==> src/rtl/prbs_pattern_gen.sv <==
module prbs_pattern_gen #(
  parameter int CW = 30
) (
  input  logic       clk,
  input  logic       rst_n,
  input  logic [2:0] cfg_a_len,
  input  logic [2:0] cfg_a_mark,
  input  logic       cfg_a_inv,
  input  logic [2:0] cfg_b_len,
  input  logic [2:0] cfg_b_mark,
  input  logic       cfg_b_inv,
  input  logic       alt_en,
  input  logic       alt_sel,
  input  logic       gate,
  input  logic [1:0] err_mode,
  input  logic [2:0] err_rate,
  input  logic       err_cmd,
  input  logic       err_ext,
  output logic       dout,
  output logic       dvalid
);
  localparam int SW = 31;

  logic [SW-1:0] lfsr;
  logic [2:0]    len_q;
  logic [CW-1:0] cnt, lim;
  logic          ext_s1, ext_s2, ext_d, cmd_d, pend;
  logic          fb, base;

  wire       use_b = alt_en & ~alt_sel;
  wire [2:0] len   = use_b ? cfg_b_len  : cfg_a_len;
  wire [2:0] mark  = use_b ? cfg_b_mark : cfg_a_mark;
  wire       inv   = use_b ? cfg_b_inv  : cfg_a_inv;

  wire reseed = (len != len_q);
  wire valid  = gate & ~reseed;
  wire ev     = ((err_mode == 2'd2) & err_cmd & ~cmd_d) |
                ((err_mode == 2'd3) & ext_d & ~ext_s2);
  wire rep    = (err_mode == 2'd1) & (cnt == lim - 1'b1);
  wire flip   = (err_mode[1] & (pend | ev)) | rep;

  always_comb begin
    case (len)
      3'd0:    fb = lfsr[6]  ^ lfsr[5];
      3'd1:    fb = lfsr[8]  ^ lfsr[4];
      3'd2:    fb = lfsr[9]  ^ lfsr[6];
      3'd3:    fb = lfsr[10] ^ lfsr[8];
      3'd4:    fb = lfsr[14] ^ lfsr[13];
      3'd5:    fb = lfsr[22] ^ lfsr[17];
      default: fb = lfsr[30] ^ lfsr[27];
    endcase
  end

  always_comb begin
    case (mark[1:0])
      2'd0:    base = fb;
      2'd1:    base = fb & lfsr[0];
      2'd2:    base = fb & lfsr[0] & lfsr[1];
      default: base = 1'b0;
    endcase
  end

  always_comb begin
    case (err_rate)
      3'd0:    lim = CW'(10000);
      3'd1:    lim = CW'(100000);
      3'd2:    lim = CW'(1000000);
      3'd3:    lim = CW'(10000000);
      3'd4:    lim = CW'(100000000);
      default: lim = CW'(1000000000);
    endcase
  end

  always_ff @(posedge clk) begin
    if (!rst_n) begin
      lfsr   <= '1;
      len_q  <= '0;
      cnt    <= '0;
      pend   <= 1'b0;
      ext_s1 <= 1'b0;
      ext_s2 <= 1'b0;
      ext_d  <= 1'b0;
      cmd_d  <= 1'b0;
      dout   <= 1'b0;
      dvalid <= 1'b0;
    end else begin
      ext_s1 <= err_ext;
      ext_s2 <= ext_s1;
      ext_d  <= ext_s2;
      cmd_d  <= err_cmd;
      len_q  <= len;
      if (reseed)    lfsr <= '1;
      else if (gate) lfsr <= {lfsr[SW-2:0], fb};
      dvalid <= valid;
      dout   <= valid & (base ^ mark[2] ^ inv ^ flip);
      pend   <= err_mode[1] ? ((pend | ev) & ~valid) : 1'b0;
      if (err_mode != 2'd1) cnt <= '0;
      else if (valid)       cnt <= (cnt == lim - 1'b1) ? '0 : cnt + 1'b1;
    end
  end
endmodule


==> config.mk <==
export PLATFORM = sky130hd
export DESIGN_NAME = prbs_pattern_gen
export DESIGN_NICKNAME = d
export VERILOG_FILES = /design/src/rtl/prbs_pattern_gen.sv
export SDC_FILE = /design/constraint.sdc
export NUM_CORES = 1
export LEC_CHECK = 0
export CORE_UTILIZATION = 35
export DETAILED_ROUTE_END_ITERATION = 7
export PLACE_DENSITY = 0.57
export SLEW_MARGIN = 20
export SYNTH_ARGS = -nofsm -noshare
export SYNTH_HDL_FRONTEND = slang
export SYNTH_SLANG_ARGS = --single-unit
export TNS_END_PERCENT = 10
==> constraint.sdc <==
create_clock -name clk -period 4.09 [get_ports clk]
set_input_delay 1.0225 -clock clk [delete_from_list [all_inputs] [get_ports clk]]
set_output_delay 1.0225 -clock clk [all_outputs]
set_load 0.03 [all_outputs]
-- Yosys cells after proc, flatten, opt, wreduce, memory -nomap -nowiden
Cells that the tools add are included.
- bits in registers: 71
- latch bits: 0
- bits in writable memories: 0
- bits in read-only memories: 0
- input bits: 26
- word-level logic and storage cells: 73
- memories kept: 0
- $add $sub $neg: 2
- $mul: 0
- divide/modulo/power cells: 0
- order comparisons: 0
- equal/unequal tests: 17
- shifts and indexed selects: 0
- muxes and demuxes: 7
- bitwise gates (word level): 31
- reductions and logical operators: 6
- operators with widths (cell ; number):
    30-bit case mux with 5 select lines ; 1
    30-bit by 1-bit adder with 30-bit output, second input constant ; 1
    30-bit == test ; 1
    30-bit two-way mux ; 1
    30-bit by 1-bit subtractor with 30-bit output, second input constant ; 1
    1-bit bitwise AND ; 12
    3-bit by 2-bit == test with 1-bit output, second input constant ; 4
    1-bit bitwise XOR ; 10
    3-bit == test, second input constant ; 3
    2-bit == test, second input constant ; 3
    3-bit by 1-bit == test with 1-bit output, second input constant ; 2
    3-bit logical NOT ; 2
    3-bit two-way mux ; 2
    1-bit inverter ; 6
    1-bit case mux with 6 select lines ; 1
    2-bit by 1-bit == test with 1-bit output, second input constant ; 2
    2-bit OR reduction ; 2
    3-bit inequality test ; 1
    1-bit OR ; 3
    1-bit case mux with 3 select lines ; 1
    2-bit logical NOT ; 1
    2-bit by 1-bit inequality test with 1-bit output, second input constant ; 1
    2-bit AND reduction ; 1
    1-bit two-way mux ; 1

-- Depth between registers and ports, before layout
- depth in word-level cells: 12
- mapped depth: 12
- mapped depth without buffers: 9

-- Worst setup path before layout
No wires, ideal clock.
- path type: input-to-reg
- start point: input port err_rate[1]
- end point: register cnt[13]
- data arrival time: 3863 ps
- data required time: 3975 ps
- path slack: 112 ps
- stages on the path: 12
- path through: buf_2 buf_1 or3b_2 ha_1 xnor2_1 or4b_1 a211o_1 nor4_4 nand2_2 o21bai_4 buf_6 nor2_2
- word-level cells in the longest chain between the ends: 5
- RTL lines (element ; RTL line ; source):
    from (decl) ; 16 ; input logic [2:0] err_rate,
    3-bit == test (tied with other cells) ; 64 ; case (err_rate)
    30-bit case mux with 5 select lines * ; 64 ;
    30-bit by 1-bit subtractor with 30-bit output * ; 98 ; else if (valid) cnt <= (cnt == lim - 1'b1) ? '0 : cnt + 1'b1;
    30-bit == test * ; 98 ;
    30-bit two-way mux * ; 98 ;
    to (signal assigned) ; 98 ;
    to (decl) ; 26 ; logic [CW-1:0] cnt, lim;
Every way passes the cells marked *; elsewhere a longest branch is shown, timed or not.
A chain may end at the register's enable or synchronous reset.

-- Worst setup path in the final report
- start point: input port err_rate[2]
- end point: register cnt[3]
The elaborated chain is that of the path after synthesis.

==> metrics <==
Flop pwr share 48.7%; cts hold-fix bufs 0; Synth Flop Type dfxtp_1; CTS HTree Levels 3; Clk pwr share 40.8%; Internal ~1.1 mW; fin cells between 500 and 600; crit path launch type input port; Final min period roughly 3.9 ns; full die area 11,170 sq um; Critical Path End Type flop; Ys Warns 0; vias in the first global route between 2,000 and 3,000; Worst Path Required between 4 and 5 ns; clock buffer depth 2; syn_nets roughly 450; DRC Markers 0; Rel. slew slack approximately two thirds; Synth Register Bits 71; Seq/Total Area, Yosys 37.78%; HP Class reg2reg; antenna viol nets, final 0; largest net degree at the start of global routing 34; Fmax around 260 MHz; Congestion Overflow GR 0; multi-input logic area between 2000 and 2500 sq um; via count of the routed design roughly 3,000; starting density of the core between 30% and 40%; Leak Pwr 1.561 nW; 1st-pass router iterations 5; syn_area_per_cell roughly 8.9 sq um; initial DRC count 80; # rows 37; root buf cell clkbuf_8; Max Slew Vio Count 0; DP Area between 4000 and 5000 sq um; Die Span X around 110 microns; core area 10,370 sq um; crit path DAT 4.11 ns; post-layout util a little over two fifths; synth top area cells dfxtp_1 38%, mux2i_1 11%, xnor2_1 5.4%; CTS tree built; DP Cell Count approximately 580; setup bufs post-CTS 0; clock slew at reported path FFs approximately 0.080 ns; logic gate share of total power a little over a tenth; NumNets Final roughly 480; CTS buffer count 9; dpl hpwl between 5 and 6 mm; overall routed net length a little under 8 mm; share of layout cells above drive strength 1 approximately 15%; share of the synthesized area in the top cell type 37.78%; Power Total between 1 and 1.5 mW; met2 Track Usage GR 24.04%; # diodes 0; fill count between 1,000 and 1,500; Reg area around 1400 sq um; Post-synth EDFFs 0; clock latency at the later pin of the worst-skew pair 0.36 ns; Setup violations, final 0; final worst path period share between 90% and 100%; GR peak layer met2; Routability Congestion 0.8331; fraction of power spent switching nets between 20% and 30%; DR WL/cell about 13 microns; clock tree sinks a little over 70; Final Skew 0.01313 ns; WS Path Type in2reg; cell area after layout 4437 sq um; vias per cell 5.012; VDD IR max 0.0001765 V; met1 usage between 10% and 20%; final hold vios 0; Area Growth Syn to Fin 17.92%; status complete, no violations; gr usage total approximately 15%; io pins 28; Die Y-Extent ~110 microns; Mapped Area between 3000 and 4000 sq um; routing usage on met3 approximately 3.4%; asr flop ratio synth 0%; Net Sw Power about 0.38 mW; power per cell area roughly 320 nW/um^2; max-cap violations 0; most frequent cells in the layout 71 x dfxtp_1, 48 x nand2_1, 42 x mux2i_1; post-CTS resize count 0; RSZ-0062 raised after global routing no; CP Max Fanout 6; Slew @ Worst Pin just over 0.5 ns; initial antenna violation count 0; synth unique cells between 50 and 60; port bufs 27; leading area contributor after synthesis dfxtp_1; first-pass GRT wire length roughly 14 mm; most common cell after layout, fill and taps aside dfxtp_1; cells after synthesis roughly 420
state kept, by name (all words and copies together), names as in the netlist:
register and cells:
lfsr 31, cnt 30, len_q 3, cmd_d 1
dout 1, dvalid 1, ext_d 1, ext_s1 1
ext_s2 1, pend 1
power by group through the flow:
stage	Clock [mW]	Combinational [mW]	Sequential [mW]
floorplan	0	0.0951	0.716
global route	0.636	0.167	0.699
detailed placement	0	0.152	0.715
CTS	0.609	0.153	0.699
finish	0.585	0.152	0.698
global placement	0	0.150	0.715
cell usage after synthesis (3+ instances only):
master	n
dfxtp_1	71
nand2_1	48
mux2i_1	42
xnor2_1	23
nor2_1	21
nor2_2	20
xor2_1	19
nand3_1	16
clkbuf_1	15
nor3_1	11
nand4_1	9
o21ai_0	9
a21oi_1	7
and4_1	7
nand2b_1	7
buf_2	6
inv_1	6
nor2b_1	6
a211oi_1	5
and2_1	5
and3_1	5
a31oi_1	4
nand3b_1	4
nor3b_1	4
or3_1	4
or3b_2	4
nor4_1	3
o211ai_1	3
area by class of cell:
type	count	area share, %
clock buffers	9	2.792
clock inverters	7	1.805
inverters	6	0.5076
multi-input cells	319	49.77
flip-flops and latches	71	32.04
well taps	136	3.835
repair buffers	43	9.250
through the flow:
step / worst slack, ns / hold slack, ns / setup TNS, ns
final: 0.2240 / 0.4459 / 0
after global routing: 0.1142 / 0.4919 / 0
after CTS: 0.2350 / 0.4491 / 0
after detailed placement: -0.1524 / 0.4283 / -3.193
after global placement: -0.1807 / 0.4191 / -3.252
after floorplan: 0.1122 / 0.4118 / 0
logic make-up after synthesis:
logic type	synth area share, %
AND/OR/NAND/NOR	28.20
adder cells (fa/ha/maj)	0.6650
buffers and inverters	3.691
XOR/XNOR	9.777
flip-flops	37.78
AO/OA/AOI/OAI	8.048
multiplexers	11.84
layer usage:
layer | up-vias | wire [microns]
li1 | 1536 | -
met4 | 0 | 147
met2 | 36 | 3494
met1 | 1377 | 3865
met3 | 13 | 218
met5 | - | 0
path summary, 6_finish.rpt:
| kind | to | from | slack [ns] | cells after the start |
|---|---|---|---|---|
| max reg2reg | cnt[3]$_SDFFE_PP0P_ | cnt[6]$_SDFFE_PP0P_ | 1.62 | 8 |
| max | cnt[3]$_SDFFE_PP0P_ | err_rate[2] | 0.22 | 11 |
| min reg2reg | ext_s2$_SDFF_PN0_ | ext_s1$_SDFF_PN0_ | 0.45 | 1 |
| min | ext_s2$_SDFF_PN0_ | ext_s1$_SDFF_PN0_ | 0.45 | 1 |
critical path, stage by stage:
cell             delay [ns]
clkdlybuf4s50_1        0.46
or3b_2                 0.50
ha_1                   0.22
xnor2_1                0.14
or4b_1                 0.47
a211o_1                0.34
nor4_4                 0.37
nand2_2                0.12
buf_4                  0.18
a211oi_1               0.20
nor3_1                 0.07
Power figures use the tool's default switching activity.
